===== config.mk =====
export PLATFORM = sky130hd
export DESIGN_NAME = vid_i2c_regif
export DESIGN_NICKNAME = d
export VERILOG_FILES = /design/src/rtl/vri_pkg.sv /design/src/rtl/vri_line_filter.sv /design/src/rtl/vri_bus_engine.sv /design/src/rtl/vri_reg_bank.sv /design/src/rtl/vid_i2c_regif.sv
export SDC_FILE = /design/constraint.sdc
export NUM_CORES = 1
export LEC_CHECK = 0
export CAP_MARGIN = 10
export CORE_MARGIN = 1.5
export CORE_UTILIZATION = 44
export CTS_BUF_LIST = sky130_fd_sc_hd__clkbuf_8
export CTS_CLUSTER_SIZE = 20
export DETAILED_ROUTE_END_ITERATION = 8
export PLACE_DENSITY_LB_ADDON = 0.15
export SYNTH_ARGS = -nofsm -noshare
export SYNTH_HDL_FRONTEND = slang
export SYNTH_SLANG_ARGS = --single-unit

===== constraint.sdc =====
create_clock -name clk -period 4 [get_ports clk]
set_clock_uncertainty 0.05 [all_clocks]
set_input_delay 0.8 -clock clk [delete_from_list [all_inputs] [get_ports clk]]
set_output_delay 0.8 -clock clk [all_outputs]
set_load 0.02 [all_outputs]

===== src/rtl/vri_pkg.sv =====
package vri_pkg;

    localparam logic [6:0] DEV_ADDR  = 7'b1011110;
    localparam logic [7:0] STORE_SUB = 8'hFF;
    localparam logic [7:0] LAST_SUB  = 8'hFE;

    typedef enum logic [3:0] {
        BS_IDLE,
        BS_ADDR,
        BS_ADDR_ACK,
        BS_SUB,
        BS_SUB_ACK,
        BS_WDATA,
        BS_WDATA_ACK,
        BS_RDATA,
        BS_RDATA_ACK
    } bus_state_e;

    typedef struct packed {
        logic       en;
        logic [7:0] addr;
        logic [7:0] data;
    } wr_req_t;

    function automatic logic [7:0] ptr_next(input logic [7:0] p);
        return (p >= LAST_SUB) ? 8'h00 : p + 8'd1;
    endfunction

    function automatic logic [7:0] reset_val(input logic [7:0] idx);
        return {idx[3:0], ~idx[3:0]};
    endfunction

endpackage


===== src/rtl/vri_line_filter.sv =====
module vri_line_filter #(
    parameter int SYNC_STAGES = 2,
    parameter int FILT_LEN    = 3
) (
    input  logic clk,
    input  logic rst,
    input  logic raw_i,
    output logic clean_o
);
    localparam int CW = $clog2(FILT_LEN + 1);

    logic [SYNC_STAGES-1:0] sync_q;
    logic [CW-1:0]          cnt_q;
    logic                   clean_q;

    always_ff @(posedge clk) begin
        if (rst) begin
            sync_q  <= '1;
            cnt_q   <= '0;
            clean_q <= 1'b1;
        end else begin
            sync_q <= {sync_q[SYNC_STAGES-2:0], raw_i};
            if (sync_q[SYNC_STAGES-1] != clean_q) begin
                if (cnt_q == CW'(FILT_LEN - 1)) begin
                    clean_q <= sync_q[SYNC_STAGES-1];
                    cnt_q   <= '0;
                end else begin
                    cnt_q <= cnt_q + 1'b1;
                end
            end else begin
                cnt_q <= '0;
            end
        end
    end

    assign clean_o = clean_q;

endmodule


===== src/rtl/vri_bus_engine.sv =====
module vri_bus_engine
    import vri_pkg::*;
(
    input  logic       clk,
    input  logic       rst,
    input  logic       scl_f,
    input  logic       sda_f,
    input  logic [7:0] rd_data_i,
    output logic [7:0] rd_addr_o,
    output wr_req_t    wr_o,
    output logic       sda_oe_o
);
    bus_state_e state_q;
    logic       scl_q, sda_q;
    logic [3:0] bit_cnt_q;
    logic [7:0] shreg_q;
    logic [7:0] ptr_q;
    logic       rw_q;
    logic       ack_q;
    logic       oe_q;
    wr_req_t    wr_q;

    logic start_c, stop_c, rise_c, fall_c;
    assign start_c = scl_q & scl_f & sda_q & ~sda_f;
    assign stop_c  = scl_q & scl_f & ~sda_q & sda_f;
    assign rise_c  = ~scl_q & scl_f;
    assign fall_c  = scl_q & ~scl_f;

    always_ff @(posedge clk) begin
        if (rst) begin
            state_q   <= BS_IDLE;
            scl_q     <= 1'b1;
            sda_q     <= 1'b1;
            bit_cnt_q <= '0;
            shreg_q   <= '0;
            ptr_q     <= '0;
            rw_q      <= 1'b0;
            ack_q     <= 1'b0;
            oe_q      <= 1'b0;
            wr_q      <= '0;
        end else begin
            scl_q   <= scl_f;
            sda_q   <= sda_f;
            wr_q.en <= 1'b0;
            if (start_c) begin
                state_q   <= BS_ADDR;
                bit_cnt_q <= '0;
                oe_q      <= 1'b0;
            end else if (stop_c) begin
                state_q <= BS_IDLE;
                oe_q    <= 1'b0;
            end else begin
                case (state_q)
                    BS_ADDR, BS_SUB, BS_WDATA: begin
                        if (rise_c && bit_cnt_q < 4'd8) begin
                            shreg_q   <= {shreg_q[6:0], sda_f};
                            bit_cnt_q <= bit_cnt_q + 4'd1;
                        end else if (fall_c && bit_cnt_q == 4'd8) begin
                            bit_cnt_q <= '0;
                            if (state_q == BS_ADDR) begin
                                if (shreg_q[7:1] == DEV_ADDR) begin
                                    rw_q    <= shreg_q[0];
                                    oe_q    <= 1'b1;
                                    state_q <= BS_ADDR_ACK;
                                end else begin
                                    oe_q    <= 1'b0;
                                    state_q <= BS_IDLE;
                                end
                            end else if (state_q == BS_SUB) begin
                                ptr_q   <= shreg_q;
                                oe_q    <= 1'b1;
                                state_q <= BS_SUB_ACK;
                            end else begin
                                wr_q.en   <= 1'b1;
                                wr_q.addr <= ptr_q;
                                wr_q.data <= shreg_q;
                                ptr_q     <= ptr_next(ptr_q);
                                oe_q      <= 1'b1;
                                state_q   <= BS_WDATA_ACK;
                            end
                        end
                    end
                    BS_ADDR_ACK: begin
                        if (fall_c) begin
                            if (rw_q) begin
                                shreg_q   <= rd_data_i;
                                oe_q      <= ~rd_data_i[7];
                                bit_cnt_q <= 4'd1;
                                state_q   <= BS_RDATA;
                            end else begin
                                oe_q    <= 1'b0;
                                state_q <= BS_SUB;
                            end
                        end
                    end
                    BS_SUB_ACK, BS_WDATA_ACK: begin
                        if (fall_c) begin
                            oe_q    <= 1'b0;
                            state_q <= BS_WDATA;
                        end
                    end
                    BS_RDATA: begin
                        if (fall_c) begin
                            if (bit_cnt_q == 4'd8) begin
                                oe_q      <= 1'b0;
                                bit_cnt_q <= '0;
                                ptr_q     <= ptr_next(ptr_q);
                                state_q   <= BS_RDATA_ACK;
                            end else begin
                                oe_q      <= ~shreg_q[6];
                                shreg_q   <= {shreg_q[6:0], 1'b0};
                                bit_cnt_q <= bit_cnt_q + 4'd1;
                            end
                        end
                    end
                    BS_RDATA_ACK: begin
                        if (rise_c) begin
                            ack_q <= ~sda_f;
                        end else if (fall_c) begin
                            if (ack_q) begin
                                shreg_q   <= rd_data_i;
                                oe_q      <= ~rd_data_i[7];
                                bit_cnt_q <= 4'd1;
                                state_q   <= BS_RDATA;
                            end else begin
                                oe_q    <= 1'b0;
                                state_q <= BS_IDLE;
                            end
                        end
                    end
                    default: begin
                        oe_q <= 1'b0;
                    end
                endcase
            end
        end
    end

    assign rd_addr_o = ptr_q;
    assign wr_o      = wr_q;
    assign sda_oe_o  = oe_q;

    AST_IDLE_RELEASE: assert property (@(posedge clk) disable iff (rst)
        (state_q == BS_IDLE) |-> !oe_q);
    AST_STOP_RELEASE: assert property (@(posedge clk) disable iff (rst)
        stop_c |=> !oe_q);
    AST_START_RELEASE: assert property (@(posedge clk) disable iff (rst)
        start_c |=> !oe_q);
    AST_PTR_WRAP: assert property (@(posedge clk) disable iff (rst)
        (wr_q.en && wr_q.addr == LAST_SUB) |-> (ptr_q == 8'h00));

endmodule


===== src/rtl/vri_reg_bank.sv =====
module vri_reg_bank
    import vri_pkg::*;
#(
    parameter int                  NUM_REGS   = 16,
    parameter logic [NUM_REGS-1:0] VSYNC_MASK = '1
) (
    input  logic                    clk,
    input  logic                    rst,
    input  wr_req_t                 wr_i,
    input  logic [7:0]              rd_addr_i,
    input  logic                    vsync_i,
    input  logic                    cyc_i,
    output logic [7:0]              rd_data_o,
    output logic [NUM_REGS*8-1:0]   act_o
);
    localparam int         IDXW  = (NUM_REGS > 1) ? $clog2(NUM_REGS) : 1;
    localparam logic [8:0] NREG9 = 9'(NUM_REGS);

    logic [7:0] stage_q  [NUM_REGS];
    logic [7:0] active_q [NUM_REGS];
    logic       pend_v_q, pend_c_q;
    logic       arm_c;

    assign arm_c = wr_i.en && (wr_i.addr == STORE_SUB);

    always_ff @(posedge clk) begin
        if (rst) begin
            pend_v_q <= 1'b0;
            pend_c_q <= 1'b0;
        end else begin
            pend_v_q <= arm_c | (pend_v_q & ~vsync_i);
            pend_c_q <= arm_c | (pend_c_q & ~cyc_i);
        end
    end

    for (genvar i = 0; i < NUM_REGS; i++) begin : g_reg
        localparam logic [7:0] IDX = 8'(i);
        logic commit_c;

        if (VSYNC_MASK[i]) begin : g_vgrp
            assign commit_c = pend_v_q & vsync_i;
            AST_V_COMMIT: assert property (@(posedge clk) disable iff (rst)
                (pend_v_q && vsync_i) |=> (active_q[i] == $past(stage_q[i])));
        end else begin : g_cgrp
            assign commit_c = pend_c_q & cyc_i;
            AST_C_COMMIT: assert property (@(posedge clk) disable iff (rst)
                (pend_c_q && cyc_i) |=> (active_q[i] == $past(stage_q[i])));
        end

        always_ff @(posedge clk) begin
            if (rst) begin
                stage_q[i]  <= reset_val(IDX);
                active_q[i] <= reset_val(IDX);
            end else begin
                if (wr_i.en && wr_i.addr == IDX) begin
                    stage_q[i] <= wr_i.data;
                end
                if (commit_c) begin
                    active_q[i] <= stage_q[i];
                end
            end
        end

        assign act_o[8*i +: 8] = active_q[i];

        AST_ACT_HOLD: assert property (@(posedge clk) disable iff (rst)
            (!vsync_i && !cyc_i) |=> $stable(active_q[i]));
    end

    always_comb begin
        if ({1'b0, rd_addr_i} < NREG9) begin
            rd_data_o = stage_q[rd_addr_i[IDXW-1:0]];
        end else begin
            rd_data_o = 8'h00;
        end
    end

endmodule


===== src/rtl/vid_i2c_regif.sv =====
module vid_i2c_regif
    import vri_pkg::*;
#(
    parameter int                  NUM_REGS    = 16,
    parameter logic [NUM_REGS-1:0] VSYNC_MASK  = 16'h00FF,
    parameter int                  SYNC_STAGES = 2,
    parameter int                  FILT_LEN    = 3
) (
    input  logic                  clk,
    input  logic                  rst,
    input  logic                  scl_i,
    input  logic                  sda_i,
    input  logic                  vsync_i,
    input  logic                  cyc_start_i,
    output logic                  sda_oe_o,
    output logic [NUM_REGS*8-1:0] act_regs_o
);
    logic       scl_f, sda_f;
    logic [7:0] rd_addr, rd_data;
    wr_req_t    wr_req;

    vri_line_filter #(.SYNC_STAGES(SYNC_STAGES), .FILT_LEN(FILT_LEN)) u_scl_filt (
        .clk(clk), .rst(rst), .raw_i(scl_i), .clean_o(scl_f)
    );

    vri_line_filter #(.SYNC_STAGES(SYNC_STAGES), .FILT_LEN(FILT_LEN)) u_sda_filt (
        .clk(clk), .rst(rst), .raw_i(sda_i), .clean_o(sda_f)
    );

    vri_bus_engine u_engine (
        .clk       (clk),
        .rst       (rst),
        .scl_f     (scl_f),
        .sda_f     (sda_f),
        .rd_data_i (rd_data),
        .rd_addr_o (rd_addr),
        .wr_o      (wr_req),
        .sda_oe_o  (sda_oe_o)
    );

    vri_reg_bank #(.NUM_REGS(NUM_REGS), .VSYNC_MASK(VSYNC_MASK)) u_bank (
        .clk       (clk),
        .rst       (rst),
        .wr_i      (wr_req),
        .rd_addr_i (rd_addr),
        .vsync_i   (vsync_i),
        .cyc_i     (cyc_start_i),
        .rd_data_o (rd_data),
        .act_o     (act_regs_o)
    );

endmodule


Yosys cells after proc, flatten, opt, wreduce, memory -nomap -nowiden

Memories as Yosys holds them, arrays and structs flattened. A register that Yosys moved wholly into a read port is not among the register bits.
Cells that the tools add are included.

$add $sub $neg: 4
Multipliers: 0
Div/mod/pow operators: 0
$lt $le $gt $ge: 3
Eq/ne operators: 52
Shift-type cells: 0
Multiplexer cells: 148
Bitwise operators: 62
Reductions and logical operators: 42

Operator list:

| kind                  | number |
|---|---|
| $mux W8               | 48 |
| $mux W4               | 20 |
| $mux W1               | 70 |
| $eq A8 B4 Y1 const B  | 8 |
| $or A1 B1 Y1          | 34 |
| $eq A8 B3 Y1 const B  | 4 |
| $pmux W8 S4           | 1 |
| $reduce_and A9 Y1     | 3 |
| $ne A4 B1 Y1 const B  | 6 |
| $reduce_and A7 Y1     | 3 |
| $pmux W4 S5           | 1 |
| $logic_and A1 B1 Y1   | 19 |
| $ne A2 B1 Y1 const B  | 9 |
| $mux W17              | 1 |
| $not A1 Y1            | 17 |
| $eq A4 B3 Y1 const B  | 4 |
| $eq A8 B2 Y1 const B  | 2 |
| $pmux W4 S4           | 1 |
| $pmux W8 S2           | 1 |
| $reduce_or A3 Y1      | 4 |
| $and A1 B1 Y1         | 11 |
| $reduce_and A11 Y1    | 1 |
| $add A8 B1 Y8 const B | 1 |
| $eq A4 B2 Y1 const B  | 2 |
| 28 further kinds      | 40 |

Register bits after elaboration: 58
Bits in latches: 0
Bits in writable memories: 256
Bits in read-only memories: 0
Input port bits: 6
Output and inout bits: 129
Word-level logic and storage cells: 334
Memories kept: 2

Memories:

| name            | depth | width | read ports | clocked after Yosys merged registers in | write ports | RTL line           | source |
|---|---|---|---|---|---|---|---|
| u_bank.active_q | 16    | 8     | 16         | 0                                       | 16          | vri_reg_bank.sv:20 | `logic [7:0] active_q [NUM_REGS];` |
| u_bank.stage_q  | 16    | 8     | 17         | 1                                       | 16          | vri_reg_bank.sv:19 | `logic [7:0] stage_q [NUM_REGS];` |

Logic depth before layout (Yosys ltp)

Word-level depth: 9
Mapped depth: 9
Depth with buffers taken out: 8

Modules after synthesis

From an unflattened synthesis, not the netlist that was laid out.

Cell total of the unflattened synthesis: 1048
Area, all modules: 13970.9 sq um

By module, submodules not included:

| module          | times used | cells an instance | area an instance (sq um) | seq. area each (sq um) |
|---|---|---|---|---|
| vri_reg_bank    | 1          | 723               | 10989.3                  | 7727.4 |
| vri_bus_engine  | 1          | 297               | 2648.8                   | 920.9 |
| vri_line_filter | 2          | 14                | 166.4                    | 100.1 |

Least setup slack after synthesis

No wires, ideal clock.

Path type: input to register
Start point: input port rst
End point: memory u_bank.active_q[0][0], enable pin
Library setup time: 0.691 ns
Arrival: 2.735 ns
Data required time: 3.259 ns
Path slack: 0.524 ns
Cell stages on the path: 5
Buffers on the path: 3
Cells stage by stage: clkbuf_1 -> inv_1 -> clkbuf_1 -> buf_1 -> nand2_1

RTL lines:

| what        | RTL line            | source |
|---|---|---|
| from (decl) | vid_i2c_regif.sv:10 | `input logic rst,` |
| to (decl)   | vri_reg_bank.sv:20  |  |

Worst setup path in the final report

Start point: register u_engine.state_q[0]
End point: register u_engine.wr_q (netlist bit u_engine.wr_o[11])

Word-level cells in the longest chain between the ends: 3
Elaborated cells between the ends (all ways): 7
Those cells by class: eq/ne (3); bitwise (2); reduce/logical (2)

Ends and longest elaborated chain:

| what                                           | RTL line             | source |
|---|---|---|
| from (decl)                                    | vri_bus_engine.sv:13 | `bus_state_e state_q;` |
| from (signal assigned)                         | vri_bus_engine.sv:31 | `state_q <= BS_IDLE;` |
| from (signal assigned)                         | vri_bus_engine.sv:46 | `state_q <= BS_ADDR;` |
| from (signal assigned)                         | vri_bus_engine.sv:50 | `state_q <= BS_IDLE;` |
| $eq A4 B3 Y1, or another cell as far along     | vri_bus_engine.sv:53 | `case (state_q)` |
| $reduce_or A3 Y1 or $not A1 Y1 (tied branches) | -                    |  |
| $reduce_and A7 Y1 (no line) *                  | -                    |  |
| to (decl)                                      | vri_bus_engine.sv:21 | `wr_req_t wr_q;` |

Every way passes the cells marked *; elsewhere a longest branch is shown, timed or not.
A chain may end at the register's enable or synchronous reset.

==> results.md <==
* completed — status
* u_engine.wr_o[11] — end of the worst register-to-register path
* 33.0% — slew margin rel.
* 402 mW/mm² — total power divided by cell area
* 135 — I/O pin total
* 44.6% — starting utilization of the core area
* 3 — Longest Clk Path Bufs
* 51,800 µm — global-route wire length before repair
* flip-flop to flip-flop — Hold Path Class
* 55 — distinct cell type count after synthesis
* 4.38 ns — endpoint required time on the critical path
* 0 — diode insertion count for antenna repair
* 0 — DRC violations left
* 8,863 — number of vias after detailed routing
* 0 — total gr overflow
* 0 — number of buffers inserted for hold repair after clock tree synthesis
* 21.7 µm — WL per Instance
* 1,609 — non-filler cells, final
* sky130_fd_sc_hd__nor2_1 — Crit path top cell by count
* 6 — worst-case reg-to-reg path depth
* 0% — share of flip-flops with an asynchronous set or reset
* 0 — yosys warns
* 65.6% — sequential area share after synthesis
* 0 — count of instances resized after the clock tree is built
* 1,049 — net count after synthesis
* 13.1 µm² — post-synthesis average cell area
* 5 — First-pass DRT Iterations
* 5.51 — routed vias/inst
* 256 — number of synthesized flops with an enable pin
* 0.98 ns — max incr delay on CP
* 2.77 ns — min Tclk post-route
* no — setup repair after global routing missed its margin
* 5.13 mW — Internal Dissipation
* 1,514 — Post-Place Cells
* 3.15 ns — Arr. time, crit path
* 23,500 µm — detailed placer's ending HPWL
* 1 — sum of buffers and inverters on the critical path
* 34,900 µm — final wirelength
* 318 — number of synthesized register bits
* 53.7% — Finished Core Util
* 901 — violation count after the first detailed-route iteration
* sky130_fd_sc_hd__edfxtp_1, sky130_fd_sc_hd__clkdlybuf4s50_1, sky130_fd_sc_hd__or3_1 — commonest cells after routing, fill and taps aside
* 0 — final hold violation count
* 179 µm — DIE WIDTH
* 64 — Rows
* 0.06 ns — clk slew on worst S/H paths
* 2 — H-tree levels
* 0 — antenna violations before repair
* done — TritonCTS clock tree
* 41.9% — relative contribution of the clock network to total power
* 0 — final setup vio count
* 0 — Final ANT Viol Nets
* 0.858 — placer's final routability congestion estimate
* u_sda_filt.sync_q[0] — Worst Min Path Start
* 3.0% — combinational group share of total power
* 0.0305 mm² — area inside the core boundary
* 0 — final slew viol count
* 20.4% — layout overhead on the synthesized area
* 6.59 mW — total power after layout
* 0.0136 mm² — total standard cell area after synthesis
* 0 ns — sum of negative setup slack
* sky130_fd_sc_hd__edfxtp_1 — commonest register cell after synthesis
* 287 µV — VDD IR-drop max
* 69.2% — final cycle utilization of the critical path
* 0 — Maximum Capacitance Violations
* 1.01 ns — worst-margin pin slew
* flip-flop — crit path launch type
* flip-flop — kind of end point of the critical path
* 1,184 — nets
* 318 — sinks on the clock net
* inv_1 -> nor2_1 -> o21ai_0 -> or4_1 -> mux2i_1 -> nor2_1 — crit-path cells
* 22.2% — share of total power consumed by net switching
* 1 — worst hold path depth
* u_engine.state_q[0] — startpoint of the worst-slack reg-to-reg timing path
* sky130_fd_sc_hd__clkbuf_8 — cell chosen for the clock root
* 1,037 — Mapped Cells
* 0.361 GHz — f_max
* 5.17 nW — Leakage Power
* 1.23 ns — worst reg-to-reg setup slack
* 0.0320 mm² — die footprint
* 17 — maximum net fanout on the critical path
* 55.1% — Sequential Power Share
* simple AND/OR/NAND/NOR gates — cell family contributing the most delay on the critical path
* 22.0% — combined global-route utilization of all metal layers
* 145 — pin count of the biggest net entering global routing
* u_sda_filt.sync_q[1] — destination of the worst hold path
* 134 — number of input and output port buffers inserted
* 12.7% — fraction of final layout cells sized beyond drive strength 1
* 52 — number of buffers created by CTS
* 1.46 mW — power spent charging and discharging nets
* 0 — post-CTS setup repair buffer count
* 179 µm — overall die height
* flip-flop to flip-flop — Setup Crit Path Kind
* 8,553 — vias in the first global route
* 0.58 ns — clock network latency to the later pin of the worst-skew pair
* sky130_fd_sc_hd__or4_1 — cell at the slowest stage of the critical path
* sky130_fd_sc_hd__edfxtp_1 — most common library cell in the layout ignoring fill and taps
==> logic make-up after synthesis <==
group / Yosys count / share of synthesized area [%]
and+or+nand+nor: 459 / 18.9
muxes: 55 / 6.80
buffers and inverters: 87 / 2.52
AOI/OAI and AO/OA: 108 / 5.39
DFF: 318 / 65.6
adders and majority gates: 6 / 0.551
xor gates and xnor gates: 4 / 0.257
==> per-stage QoR <==
| step | hold WS (ns) | cell area (µm²) | worst slack, ns |
|---|---|---|---|
| after floorplan | 0.339 | 13600 | 0.524 |
| after global placement | 0.349 | 15400 | 0.979 |
| after detailed placement | 0.346 | 15400 | 1.24 |
| after CTS | 0.354 | 16400 | 1.27 |
| after global routing | 0.376 | 16400 | 1.02 |
| final | 0.353 | 16400 | 1.23 |
==> how the worst max path moves through the flow <==
stage | endpoint | startpoint | cells past startpoint | slack, ns
after global routing | u_engine.wr_o[7] | u_engine.state_q[0] | 6 | 1.02
final | u_engine.wr_o[11] | u_engine.state_q[0] | 6 | 1.23
after global placement | u_bank.active_q[1][5] | vsync_i | 4 | 0.98
after detailed placement | u_bank.active_q[1][0] | vsync_i | 5 | 1.24
after CTS | u_engine.wr_o[10] | u_engine.state_q[0] | 6 | 1.27
after floorplan | u_bank.active_q[0][0] | rst | 5 | 0.52
==> power by group through the flow <==
stage                     Clock, mW  Sequential, mW  Combinational, mW
after floorplan                   0            3.72             0.0723
after global placement            0            3.70              0.199
after detailed placement          0            3.70              0.200
after CTS                      2.81            3.63              0.200
after global routing           2.96            3.63              0.211
final                          2.76            3.63              0.198
==> metal layers <==
| metal | up-vias | global-route usage (%) | wire length, µm |
|---|---|---|---|
| li1 | 4121 | - | - |
| met1 | 4373 | 30.0 | 15000 |
| met2 | 314 | 36.5 | 17200 |
| met4 | 0 | 6.56 | 759 |
| met3 | 55 | 3.24 | 2020 |
| met5 | - | 0 | 0 |
==> cells in the mapped netlist (4+ instances only) <==
cell / count / share of area (%)
sky130_fd_sc_hd__nand3_1: 10 / 0.37
sky130_fd_sc_hd__o21ai_0: 21 / 0.77
sky130_fd_sc_hd__o31ai_1: 6 / 0.33
sky130_fd_sc_hd__ha_1: 6 / 0.55
sky130_fd_sc_hd__buf_2: 13 / 0.48
sky130_fd_sc_hd__a21oi_1: 25 / 0.92
sky130_fd_sc_hd__nand2_1: 47 / 1.3
sky130_fd_sc_hd__nor2_1: 79 / 2.2
sky130_fd_sc_hd__inv_1: 12 / 0.33
sky130_fd_sc_hd__and2_1: 107 / 4.9
sky130_fd_sc_hd__a211oi_1: 10 / 0.55
sky130_fd_sc_hd__a22oi_1: 19 / 1.0
sky130_fd_sc_hd__nor2b_1: 7 / 0.32
sky130_fd_sc_hd__mux2i_1: 25 / 1.8
sky130_fd_sc_hd__nor3b_1: 9 / 0.50
sky130_fd_sc_hd__or3_1: 109 / 5.0
sky130_fd_sc_hd__mux4_2: 30 / 5.0
sky130_fd_sc_hd__nand2b_1: 29 / 1.3
sky130_fd_sc_hd__or2_2: 15 / 0.69
sky130_fd_sc_hd__edfxtp_1: 256 / 56
sky130_fd_sc_hd__nor3_1: 17 / 0.62
sky130_fd_sc_hd__or4_1: 4 / 0.22
sky130_fd_sc_hd__xnor2_1: 4 / 0.26
sky130_fd_sc_hd__dfxtp_1: 62 / 9.1
sky130_fd_sc_hd__clkbuf_1: 60 / 1.7
sky130_fd_sc_hd__nand4_1: 8 / 0.37
==> cell type report <==
class | instances | area, µm²
Fill cell | 2571 | 14100
Inverter | 12 | 45.0
Multi-Input combinational cell | 632 | 4360
Sequential cell | 318 | 8930
Clock buffer | 57 | 785
Clock inverter | 38 | 236
Tap cell | 396 | 495
Timing Repair Buffer | 156 | 1550
==> flip-flops by register name, summed over array words and instances (netlist names), 2 cells and up, named ones only <==
signal,cells
u_bank.active_q,128
u_bank.stage_q,128
u_engine.wr_o,17
u_engine.rd_addr_o,8
u_engine.shreg_q,8
u_engine.bit_cnt_q,4
u_engine.state_q,4
u_scl_filt.cnt_q,2
u_scl_filt.sync_q,2
u_sda_filt.cnt_q,2
u_sda_filt.sync_q,2
==> worst reg2reg max path: stages, from the launching register on <==
cell                      delay [ns]
sky130_fd_sc_hd__dfxtp_1        0.61
sky130_fd_sc_hd__inv_1          0.19
sky130_fd_sc_hd__nor2_1         0.22
sky130_fd_sc_hd__o21ai_0        0.21
sky130_fd_sc_hd__or4_1          0.98
sky130_fd_sc_hd__mux2i_1        0.31
sky130_fd_sc_hd__nor2_1         0.06
Power figures use the tool's default switching activity.
